--- config.mk ---
export PLATFORM = sky130hd
export DESIGN_NAME = uart_addr_rx
export DESIGN_NICKNAME = d
export VERILOG_FILES = /design/src/rtl/uart_rx_pkg.sv /design/src/rtl/rx_baud_gen.sv /design/src/rtl/rx_frame_fsm.sv /design/src/rtl/rx_fifo.sv /design/src/rtl/uart_addr_rx.sv
export SDC_FILE = /design/constraint.sdc
export NUM_CORES = 1
export LEC_CHECK = 0
export ABC_AREA = 1
export BUFFER_PORTS_ARGS = -buffer_cell sky130_fd_sc_hd__buf_4
export CAP_MARGIN = 20
export CORE_MARGIN = 3
export CORE_UTILIZATION = 30
export DETAILED_ROUTE_END_ITERATION = 12
export PLACE_DENSITY_LB_ADDON = 0.1
export SKIP_CTS_REPAIR_TIMING = 1
export SYNTH_ARGS = -nofsm -noshare
export SYNTH_HDL_FRONTEND = slang
export SYNTH_SLANG_ARGS = --single-unit
export TNS_END_PERCENT = 20
--- constraint.sdc ---
create_clock -name clk -period 2.2 [get_ports clk]
set_input_delay 0.22 -clock clk [delete_from_list [all_inputs] [get_ports clk]]
set_output_delay 0.22 -clock clk [all_outputs]
set_load 0.005 [all_outputs]
--- src/rtl/uart_rx_pkg.sv ---
package uart_rx_pkg;

    localparam int OS_RATE     = 16;
    localparam int OS_W        = $clog2(OS_RATE);
    localparam int SLOW_FACTOR = 4;
    localparam int SLOW_W      = $clog2(SLOW_FACTOR);
    localparam int MID_A       = 7;
    localparam int MID_B       = 8;
    localparam int MID_C       = 9;

    typedef struct packed {
        logic [7:0] data;
        logic       bit8;
        logic       ferr;
    } rx_word_t;

    typedef enum logic [2:0] {
        ST_IDLE,
        ST_START,
        ST_DATA,
        ST_NINTH,
        ST_STOP
    } rx_state_e;

    function automatic logic vote3(input logic a, input logic b, input logic c);
        return (a & b) | (a & c) | (b & c);
    endfunction

endpackage

--- src/rtl/rx_baud_gen.sv ---
module rx_baud_gen
    import uart_rx_pkg::*;
#(
    parameter int DIV_W = 8
) (
    input  logic             clk,
    input  logic             rst,
    input  logic             run,
    input  logic             fast_sel,
    input  logic [DIV_W-1:0] div_val,
    output logic             os_tick
);
    logic [DIV_W-1:0]  pre_q;
    logic [SLOW_W-1:0] slow_q;
    logic              step;

    assign step = run && (pre_q == div_val);

    always_ff @(posedge clk) begin
        if (rst || !run) begin
            pre_q  <= '0;
            slow_q <= '0;
        end else if (step) begin
            pre_q  <= '0;
            slow_q <= slow_q + 1'b1;
        end else begin
            pre_q  <= pre_q + 1'b1;
        end
    end

    assign os_tick = step && (fast_sel || (slow_q == SLOW_W'(SLOW_FACTOR - 1)));

endmodule

--- src/rtl/rx_frame_fsm.sv ---
module rx_frame_fsm
    import uart_rx_pkg::*;
(
    input  logic     clk,
    input  logic     rst,
    input  logic     run,
    input  logic     os_tick,
    input  logic     rxd_s,
    input  logic     nine_bit_en,
    output logic     done,
    output rx_word_t word
);
    rx_state_e       state_q;
    logic [OS_W-1:0] tick_q;
    logic [2:0]      idx_q;
    logic            smp_a, smp_b;
    logic [7:0]      shreg_q;
    logic            b8_q;
    logic            vote;

    assign vote = vote3(smp_a, smp_b, rxd_s);

    always_ff @(posedge clk) begin
        done <= 1'b0;
        if (rst || !run) begin
            state_q <= ST_IDLE;
            tick_q  <= '0;
            idx_q   <= '0;
            smp_a   <= 1'b1;
            smp_b   <= 1'b1;
            shreg_q <= '0;
            b8_q    <= 1'b0;
            if (rst) word <= '0;
        end else if (os_tick) begin
            if (state_q == ST_IDLE) begin
                if (!rxd_s) begin
                    state_q <= ST_START;
                    tick_q  <= '0;
                    idx_q   <= '0;
                    b8_q    <= 1'b0;
                end
            end else begin
                tick_q <= tick_q + 1'b1;
                if (tick_q == OS_W'(MID_A)) smp_a <= rxd_s;
                if (tick_q == OS_W'(MID_B)) smp_b <= rxd_s;
                if (tick_q == OS_W'(MID_C)) begin
                    case (state_q)
                        ST_START: if (vote) state_q <= ST_IDLE;
                        ST_DATA:  shreg_q <= {vote, shreg_q[7:1]};
                        ST_NINTH: b8_q <= vote;
                        ST_STOP: begin
                            word.data <= shreg_q;
                            word.bit8 <= nine_bit_en & b8_q;
                            word.ferr <= ~vote;
                            done      <= 1'b1;
                            state_q   <= ST_IDLE;
                        end
                        default: state_q <= ST_IDLE;
                    endcase
                end
                if (tick_q == OS_W'(OS_RATE - 1)) begin
                    case (state_q)
                        ST_START: state_q <= ST_DATA;
                        ST_DATA: begin
                            if (idx_q == 3'd7)
                                state_q <= nine_bit_en ? ST_NINTH : ST_STOP;
                            idx_q <= idx_q + 1'b1;
                        end
                        ST_NINTH: state_q <= ST_STOP;
                        default:  state_q <= state_q;
                    endcase
                end
            end
        end
    end

endmodule

--- src/rtl/rx_fifo.sv ---
module rx_fifo
    import uart_rx_pkg::*;
#(
    parameter int DEPTH = 2
) (
    input  logic     clk,
    input  logic     rst,
    input  logic     push,
    input  rx_word_t wdata,
    input  logic     pop,
    output rx_word_t rdata,
    output logic     empty,
    output logic     full
);
    localparam int PTR_W = (DEPTH > 1) ? $clog2(DEPTH) : 1;
    localparam int CNT_W = $clog2(DEPTH + 1);

    rx_word_t         mem [DEPTH];
    logic [PTR_W-1:0] wp_q, rp_q;
    logic [CNT_W-1:0] cnt_q;
    logic             do_push, do_pop;

    assign empty   = (cnt_q == '0);
    assign full    = (cnt_q == CNT_W'(DEPTH));
    assign do_push = push && !full;
    assign do_pop  = pop && !empty;
    assign rdata   = mem[rp_q];

    function automatic logic [PTR_W-1:0] nxt(input logic [PTR_W-1:0] p);
        return (p == PTR_W'(DEPTH - 1)) ? '0 : p + 1'b1;
    endfunction

    always_ff @(posedge clk) begin
        if (rst) begin
            wp_q  <= '0;
            rp_q  <= '0;
            cnt_q <= '0;
            for (int i = 0; i < DEPTH; i++) mem[i] <= '0;
        end else begin
            if (do_push) begin
                mem[wp_q] <= wdata;
                wp_q      <= nxt(wp_q);
            end
            if (do_pop) rp_q <= nxt(rp_q);
            if (do_push && !do_pop)      cnt_q <= cnt_q + 1'b1;
            else if (do_pop && !do_push) cnt_q <= cnt_q - 1'b1;
        end
    end

endmodule

--- src/rtl/uart_addr_rx.sv ---
module uart_addr_rx
    import uart_rx_pkg::*;
#(
    parameter int DIV_W = 8,
    parameter int DEPTH = 2
) (
    input  logic             clk,
    input  logic             rst,
    input  logic             port_en,
    input  logic             rx_en,
    input  logic             nine_bit_en,
    input  logic             addr_det_en,
    input  logic             fast_sel,
    input  logic [DIV_W-1:0] div_val,
    input  logic             irq_en,
    input  logic             rxd,
    input  logic             rd_pop,
    output logic [7:0]       rd_data,
    output logic             rd_bit8,
    output logic             rd_ferr,
    output logic             rx_avail,
    output logic             irq,
    output logic             ovr_err
);
    logic     active;
    logic     rxd_m, rxd_s;
    logic     os_tick;
    logic     frm_done;
    rx_word_t frm_word, head;
    logic     fifo_empty, fifo_full;
    logic     keep, push;

    assign active = port_en & rx_en;

    always_ff @(posedge clk) begin
        if (rst) begin
            rxd_m <= 1'b1;
            rxd_s <= 1'b1;
        end else begin
            rxd_m <= rxd;
            rxd_s <= rxd_m;
        end
    end

    rx_baud_gen #(.DIV_W(DIV_W)) u_baud (
        .clk(clk), .rst(rst), .run(active), .fast_sel(fast_sel),
        .div_val(div_val), .os_tick(os_tick)
    );

    rx_frame_fsm u_fsm (
        .clk(clk), .rst(rst), .run(active), .os_tick(os_tick), .rxd_s(rxd_s),
        .nine_bit_en(nine_bit_en), .done(frm_done), .word(frm_word)
    );

    assign keep = active && frm_done &&
                  (!(nine_bit_en && addr_det_en) || frm_word.bit8);
    assign push = keep && !ovr_err && !fifo_full;

    always_ff @(posedge clk) begin
        if (rst || !active)                     ovr_err <= 1'b0;
        else if (keep && !ovr_err && fifo_full) ovr_err <= 1'b1;
    end

    rx_fifo #(.DEPTH(DEPTH)) u_fifo (
        .clk(clk), .rst(rst), .push(push), .wdata(frm_word),
        .pop(rd_pop), .rdata(head), .empty(fifo_empty), .full(fifo_full)
    );

    assign rd_data  = head.data;
    assign rd_bit8  = head.bit8;
    assign rd_ferr  = head.ferr;
    assign rx_avail = !fifo_empty;
    assign irq      = rx_avail & irq_en;

endmodule

==> impl_metrics.yaml, run 1 <==
setup_path:
  crit_path_end_kind: "flop"
  cp_max_fo: 10
  required_ns: 2.21
  arrival_ns: 1.89
  worstRegToRegCells: 8
  reg2reg_slack_ns: 0.32
  crit_path_start_kind: "flop"
  r2r_end: "u_fsm.word[7]"
  r2r_start: "u_baud.pre_q[0]"
  setup.worst_path.class: "flop to flop"
cells_and_area:
  instances_no_fill: 576
  final_cell_area_um2: 3940
  final_net_count: 461
  drive_gt1_share_pct: 17.5
  syn_to_final_growth_pct: 18.8
  fin_util_pct: 37.3
  antennaDiodeCount: 0
place:
  placed_cell_area_um2: 3710
  dp_hpwl_mm: 4.89
  place_inst: 560
  gp_congestion: 0.847
  portBuffers: 30
global_routing:
  grt_first_pass_wirelength_mm: 11.3
  antenna_found_initial: 0
  grt_pass1_vias: 2346
  grt_use_total_pct: 11.5
  grt_max_degree: 23
  grt-ovfl-total: 0
run:
  max_cap_viol_count: 0
cts:
  cts_tree: "built"
  htree_levels: 3
  cts-root-buf: "clkbuf_8"
  cts.path.max_buffers: 2
  clk-insertion-delay-late_ns: 0.35
  clk_pin_slew_ns: 0.08
  cts_sinks: 70
  numCtsBuffers: 9
die:
  start_util_pct: 31.4
  die_x_um: 111
  rows: 37
  core_area_um2: 10600
  die_y_um: 111
  ios: 31
  dieArea_um2: 12300
logic_synthesis:
  syn_area_um2: 3320
  ys.warnings.count: 0
  synth-edff-count: 30
  ys.flop_type: "dfxtp_1"
  async_flop_share_pct: 0
  seq_area_frac_synth_pct: 51.3
  synthCells: 396
  ys_seq_elements: 70
  synth_top_area_share_pct: 27.2
  yosysMostFrequentCell: "nand2_1"
  synthTopCellsByCount: "nand2_1 (70), inv_1 (66), nor2_1 (64)"
  ys_types: 30
  syn_nets: 422
  synth_area_per_cell_um2: 8.37
  post-synth-top-area-cell: "edfxtp_1"
  synthTopCellsByArea: "edfxtp_1 (27%), dfxtp_1 (24%), nand2_1 (7.9%)"
min_path:
  hold_path.class: "primary input to flop"
  hold_path.startpoint: "rxd"
  hold_end: "rxd_m"
  holdPathStages: 2
sta:
  max_slew_margin_pct: 68.2
  post-route-period-util_pct: 85.5
  rsz0062_at_grt: "no"
  skew_ns: 0.0127
  final-setup-viol-count: 0
  hold_viol: 0
  tns_ns: 0
  fin_crit_ns: 1.88
  max_freq_mhz: 532
  worstMarginPinSlew_ns: 0.476
  drv_slew: 0
power_and_ir_drop:
  powerDensity_nw_per_um2: 699
  leakage_nw: 1.71
  ir_drop_mv: 0.358
outcome:
  status: "complete, no violations"
route:
  first_pass_iters: 4
  drc: 0
  wirelength_mm: 6.76
  first_iter_violations: 131
  drt-wirelength-per-cell_um: 11.7
  routed_via_density: 4.46
  antenna_left: 0
  vias: 2568
[report_power, final]
part | internal, mW | leakage, nW | switching (mW) | total, mW
clock | 0.652 | 0.114 | 0.536 | 1.19
sequential | 1.38 | 0.625 | 0.0170 | 1.40
combinational | 0.0823 | 0.971 | 0.0840 | 0.166
total | 2.12 | 1.71 | 0.637 | 2.75
[per-stage QoR]
step | hold slack, ns | worst slack [ns] | power, mW
finish | 0.0569 | 0.320 | 2.75
floorplan | 0.292 | 0.502 | 1.51
global placement | 0.397 | 0.344 | 1.60
global route | 0.0375 | 0.0359 | 2.87
detailed placement | 0.398 | 0.282 | 1.60
CTS | 0.0345 | 0.295 | 2.80
[metal layers]
metal  global-route usage [%]  vias to the layer above  wire (µm)
met5                        0                        -          0
met4                     3.65                        0         94
met3                     4.37                       13        351
met2                     17.3                       53       2990
met1                     15.3                     1158       3330
li1                         -                     1344          -
[how the worst max path moves through the flow]
stage / cells past startpoint / end / start / slack (ns)
floorplan: 9 / u_fifo.mem[0][0] / u_fsm.word[1] / 0.50
global placement: 9 / u_fsm.word[2] / port_en / 0.34
detailed placement: 9 / u_fsm.word[2] / port_en / 0.28
CTS: 8 / u_fsm.word[1] / u_baud.pre_q[0] / 0.29
global route: 8 / u_fsm.word[1] / u_baud.pre_q[0] / 0.04
finish: 8 / u_fsm.word[7] / u_baud.pre_q[0] / 0.32
[cell type report]
type                    count  area (µm²)
fillers                  1103        6620
flip-flops and latches     70        1700
multi-input cells         253        1340
inverters                  68         255
repair buffers             33         248
well taps                 136         170
clock buffers               9         124
clock inverters             7         104
[registers in the layout, indices dropped and copies added (netlist names), 3 cells and up, named ones only]
name / cells
u_baud.pre_q: 8
u_fifo.mem: 20
u_fsm.tick_q: 4
u_fsm.word: 10
u_fsm.shreg_q: 8
u_fsm.state_q: 3
u_fsm.idx_q: 3
[layout by cell type (no fill, tap or decap), drive strengths merged]
master,instances
o21a,1
a21oi,26
mux2,10
ha,8
or2,2
nor3,7
and3,1
dfxtp,40
clkbuf,9
buf,33
clkinv,3
nor3b,2
xnor2,2
nand2,76
o22ai,1
bufinv,2
nand3,18
inv,70
nor2,70
edfxtp,30
nand3b,2
xor2,3
o21ai,18
nand4,6
[worst max-delay path, stage by stage (launching register included)]
cell     delay [ns]
dfxtp_1        0.39
inv_1          0.07
nand2_1        0.08
nand3_1        0.09
nor3_1         0.14
nand3_1        0.14
nor2_1         0.22
nand2_1        0.11
nand2_1        0.31
[cell families (layout without fill, tap and decap cells)]
| family | after synthesis | count (layout) | synth area share [%] |
|---|---|---|---|
| buffers and inverters | 73 | 117 | 8.38 |
| DFF | 70 | 70 | 51.3 |
| muxes | 10 | 10 | 3.40 |
| and+or+nand+nor | 184 | 184 | 25.5 |
| xor gates and xnor gates | 5 | 5 | 1.32 |
| AOI/OAI and AO/OA | 46 | 46 | 7.06 |
| adders and majority gates | 8 | 8 | 3.02 |
Power figures use the tool's default switching activity.
==> run 2, diff against run 1 <==
==> constraint.sdc (replaced) <==
create_clock -name clk -period 2.05 [get_ports clk]
set_input_delay 0.1025 -clock clk [delete_from_list [all_inputs] [get_ports clk]]
set_output_delay 0.1025 -clock clk [all_outputs]
set_load 0.005 [all_outputs]
==> run 2 against run 1 <==
Net effect:
- sequential share of layout area grew 0.19 points
- sequential power grew 7%
- final area shrank 0.44%
- critical path depth is the same
- non-clock buffer count grew 4
- global-route usage grew 0.12 points
- register-to-register slack lost 0.06 ns
- largest power group unchanged
==> impl_metrics.yaml, run 2 (same netlist as run 1, synthesis figures left out) <==
outcome:
  status: "complete, no violations"
route:
  wirelength_mm: 6.67
  antenna_left: 0
  vias: 2496
  first_iter_violations: 111
  routed_via_density: 4.30
  drt-wirelength-per-cell_um: 11.5
  drc: 0
  first_pass_iters: 4
cells_and_area:
  drive_gt1_share_pct: 17.8
  final_common_cell: "nand2_1"
  reg_top3: "u_fifo.mem (20), u_fsm.word (10)"
  largest_reg_flops: 20
  final_net_count: 465
  fin_util_pct: 37.2
  final_cell_mix: "nand2_1 (69), inv_1 (66), nor2_1 (64)"
  antennaDiodeCount: 0
  largest-register: "u_fifo.mem"
  syn_to_final_growth_pct: 18.3
  final_cell_area_um2: 3920
cts:
  cts_sinks: 70
  clk_pin_slew_ns: 0.08
  cts_tree: "built"
  cts-root-buf: "clkbuf_8"
  cts.path.max_buffers: 2
  numCtsBuffers: 9
  clk-insertion-delay-late_ns: 0.35
  htree_levels: 3
die:
  ios: 31
  core_area_um2: 10600
  start_util_pct: 31.4
  die_x_um: 111
  rows: 37
  die_y_um: 111
  dieArea_um2: 12300
min_path:
  hold_path.startpoint: "rd_pop"
  holdPathStages: 3
  hold_path.class: "primary input to flop"
  hold_end: "u_fifo.rp_q"
power_and_ir_drop:
  ir_drop_mv: 0.365
  switching_share_pct: 24.6
  power_frac_seq_pct: 56.2
  finalPower_mw: 2.67
  leakage_nw: 1.69
  powerDensity_nw_per_um2: 681
  power_frac_comb_pct: 6.9
  p_sw_mw: 0.656
  p_int_mw: 2.01
  pwr-share-clk_pct: 37.0
setup_path:
  worstRegToRegCells: 8
  setup.worst_path.class: "flop to flop"
  crit_path_end_kind: "flop"
  worstPathCellList: "inv_1 -> nand2_1 -> nand2_1 -> nor3_1 -> nand3_1 -> nor2_1 -> nand2_1 -> nand2_2"
  critPathMaxStageDelay_ns: 0.36
  crit_slowest_cell: "dfxtp_1"
  cp_max_fo: 10
  arrival_ns: 1.83
  r2r_start: "u_baud.pre_q[3]"
  crit_path_start_kind: "flop"
  required_ns: 2.09
  cpMostUsedCell: "nand2_1"
  reg2reg_slack_ns: 0.26
  r2r_end: "u_fsm.word[3]"
sta:
  post-route-period-util_pct: 87.2
  tns_ns: 0
  skew_ns: 0.00819
  max_slew_margin_pct: 69.0
  worstMarginPinSlew_ns: 0.465
  fin_crit_ns: 1.79
  final-setup-viol-count: 0
  hold_viol: 0
  rsz0062_at_grt: "no"
  hold_slack_ns: 0.103
  drv_slew: 0
  max_freq_mhz: 560
global_routing:
  grt_max_degree: 17
  grt_pass1_vias: 2417
  antenna_found_initial: 0
  grt-ovfl-total: 0
  grt_first_pass_wirelength_mm: 11.5
  grt_use_total_pct: 11.6
place:
  dp_hpwl_mm: 4.86
  portBuffers: 30
  placed_cell_area_um2: 3730
  gp_congestion: 0.811
run:
  max_cap_viol_count: 0
-- run 2: changes by cell type in the layout (fill, tap and decap cells not counted), moves of 2 or more --
cell and change:
dlygate4sd3_1 +2, bufinv_16 -2, clkinvlp_4 +3, clkinv_4 -3
buf_4 +2
-- run 2: worst max path at each step --
stage | start | end | slack [ns] | cells after the start
2_1_floorplan | u_fsm.word[1] | u_fifo.mem[0][0] | 0.35 | 9
3_3_place_gp | u_baud.pre_q[0] | u_fsm.word[2] | 0.22 | 8
3_5_place_dp | u_baud.pre_q[3] | u_fsm.word[2] | 0.1 | 8
4_1_cts | u_baud.pre_q[3] | u_fsm.word[3] | 0.09 | 8
5_1_grt | u_baud.pre_q[0] | u_fsm.word[3] | 0.06 | 8
6_report | u_baud.pre_q[3] | u_fsm.word[3] | 0.26 | 8
-- run 2: per-layer routing --
| layer | vias up | track usage, % | wire, µm |
|---|---|---|---|
| met5 | - | 0 | 0 |
| met4 | 0 | 3.89 | 96 |
| met3 | 7 | 3.82 | 400 |
| met2 | 55 | 17.7 | 2920 |
| met1 | 1087 | 15.5 | 3250 |
| li1 | 1347 | - | - |
-- run 2: worst max-delay path: cells and delay by family (launching register included) --
family / cells / cell delay [ns]
DFF: 1 / 0.36
and+or+nand+nor: 7 / 1.05
buffers and inverters: 1 / 0.07
-- run 2: per-stage QoR --
stage	worst slack, ns	std cells
detailed placement	0.0996	562
global route	0.0631	580
global placement	0.222	562
CTS	0.0869	578
finish	0.263	580
floorplan	0.352	396
-- run 2: power by group through the flow --
stage	clock, mW	combinational (mW)	sequential, mW
finish	0.987	0.183	1.50
floorplan	0	0.101	1.52
CTS	1.03	0.184	1.50
detailed placement	0	0.183	1.53
global route	1.09	0.207	1.50
global placement	0	0.183	1.53
-- run 2: final cells by class --
cell class                 instances  area (µm²)
inverter                          68         255
clock buffer                       9         124
timing repair buffer              37         283
fill                            1104        6630
multi-input combinational        253        1340
sequential                        70        1700
tap                              136         170
clock inverter                     7        48.8
==> run 3, diff against run 2 <==
--- a/config.mk
+++ b/config.mk
@@ -9,7 +9,7 @@
 export BUFFER_PORTS_ARGS = -buffer_cell sky130_fd_sc_hd__buf_4
 export CAP_MARGIN = 20
 export CORE_MARGIN = 3
-export CORE_UTILIZATION = 30
+export CORE_UTILIZATION = 50
 export DETAILED_ROUTE_END_ITERATION = 12
 export PLACE_DENSITY_LB_ADDON = 0.1
 export SKIP_CTS_REPAIR_TIMING = 1
==> run 3 against run 2 <==
Net effect:
- first-iteration DRC count down 41%
- final area down 0.73%
- global-route usage up 5.6 points
- register-to-register slack about the same
- die area down 38%
- hold slack better by 0.018 ns
- clock skew down 0.0012 ns
- combinational power about the same
- utilization up 24 points
- non-clock buffer count down 1
- critical path depth unchanged
- via count up 1.0%
- critical path type unchanged
- highest routed layer unchanged
==> impl_metrics.yaml, run 3 (same netlist as run 1, synthesis figures left out) <==
setup_path:
  crit_slowest_cell: "dfxtp_1"
  crit_path_start_kind: "flop"
  worstPathCellList: "inv_1 -> nand2_1 -> nand3_1 -> nor3_1 -> nand3_1 -> nor2_1 -> nand2_1 -> nand2_2"
  cp_max_fo: 10
  critPathMaxStageDelay_ns: 0.39
  arrival_ns: 1.81
  required_ns: 2.08
  crit_path_end_kind: "flop"
  worstRegToRegCells: 8
  setup.worst_path.class: "flop to flop"
cells_and_area:
  antennaDiodeCount: 0
  register_area_um2: 1700
  syn_to_final_growth_pct: 17.4
  largest-register: "u_fifo.mem"
  final_cell_mix: "nand2_1 (69), inv_1 (66), nor2_1 (64)"
  multi_input_area_um2: 1340
  fill_cells: 572
  drive_gt1_share_pct: 17.6
  final_net_count: 464
  fin_util_pct: 61.0
  final_common_cell: "nand2_1"
  largest_reg_flops: 20
  reg_top3: "u_fifo.mem (20), u_fsm.word (10)"
run:
  max_cap_viol_count: 0
route:
  m1WireLength_mm: 2.85
  routed_via_density: 4.85
  vias: 2522
  first_iter_violations: 66
  drc: 0
  drt-wirelength-per-cell_um: 11.7
  first_pass_iters: 5
  met3_length_um: 303
  wirelength_mm: 6.07
  antenna_left: 0
  routed.top_layer: "met4"
  met2_length_mm: 2.88
place:
  dp_hpwl_mm: 4.45
  portBuffers: 30
  gp_congestion: 0.836
power_and_ir_drop:
  leakage_nw: 1.72
  ir_drop_mv: 0.555
  powerDensity_nw_per_um2: 745
sta:
  fin_crit_ns: 1.79
  hold_viol: 0
  final-setup-viol-count: 0
  hold_slack_ns: 0.121
  tns_ns: 0
  max_slew_margin_pct: 69.8
  rsz0062_at_grt: "no"
  drv_slew: 0
  max_freq_mhz: 560
  skew_ns: 0.00695
  worstMarginPinSlew_ns: 0.453
  post-route-period-util_pct: 87.2
global_routing:
  grt-ovfl-total: 0
  grt_max_degree: 18
  antenna_found_initial: 0
  grt_first_pass_wirelength_mm: 10.2
  grt_pass1_vias: 2324
  grt_use_total_pct: 17.2
die:
  ios: 31
  dieArea_um2: 7640
  die_x_um: 87.4
  rows: 29
  start_util_pct: 51.9
  core_area_um2: 6390
  die_y_um: 87.4
cts:
  htree_levels: 3
  cts-root-buf: "clkbuf_8"
  clk_pin_slew_ns: 0.07
  clk-insertion-delay-late_ns: 0.33
  cts.path.max_buffers: 2
  cts_sinks: 70
  cts_tree: "built"
  numCtsBuffers: 9
outcome:
  status: "complete, no violations"
min_path:
  holdPathStages: 3
  hold_path.class: "primary input to flop"
[run 3: report_power, final]
part           internal, mW  switching (mW)
Clock                 0.713           0.505
Combinational        0.0922          0.0877
Sequential             1.48          0.0191
[run 3: per-layer routing]
metal	vias up	track usage, %
met4	0	4.74
met2	52	27.9
met1	1116	21.4
met3	2	6.34
li1	1352	-
met5	-	0
[run 3: per-stage QoR]
step | std cells | setup WS (ns) | instance area (µm²) | total power [mW]
after global placement | 501 | 0.274 | 3640 | 1.71
after global routing | 520 | 0.0905 | 3890 | 3.02
final | 520 | 0.263 | 3890 | 2.90
after detailed placement | 501 | 0.145 | 3640 | 1.71
after floorplan | 396 | 0.352 | 3320 | 1.62
after CTS | 517 | 0.131 | 3860 | 2.93
[run 3: worst paths after layout]
| path | from | endpoint | slack [ns] |
|---|---|---|---|
| worst max-delay path | u_baud.pre_q[0] | u_fsm.word[1] | 0.26 |
| worst max register to register | u_baud.pre_q[0] | u_fsm.word[1] | 0.26 |
| worst min register to register | rxd_m | rxd_s | 0.42 |
| worst min-delay path | rd_pop | flop | 0.12 |
[run 3: area by class of cell]
cell class                      count  share of cell area (%)
Multi-Input combinational cell    253                    34.4
Inverter                           68                    6.56
Clock inverter                      6                    2.19
Clock buffer                       10                    3.54
Tap cell                           77                    2.48
Timing Repair Buffer               36                    7.14
Sequential cell                    70                    43.7
[run 3: critical path: cells and delay by family, from the launching register on]
kind | cells | cell delay, ns
DFF | 1 | 0.39
buffers and inverters | 1 | 0.07
and+or+nand+nor | 7 | 1.02
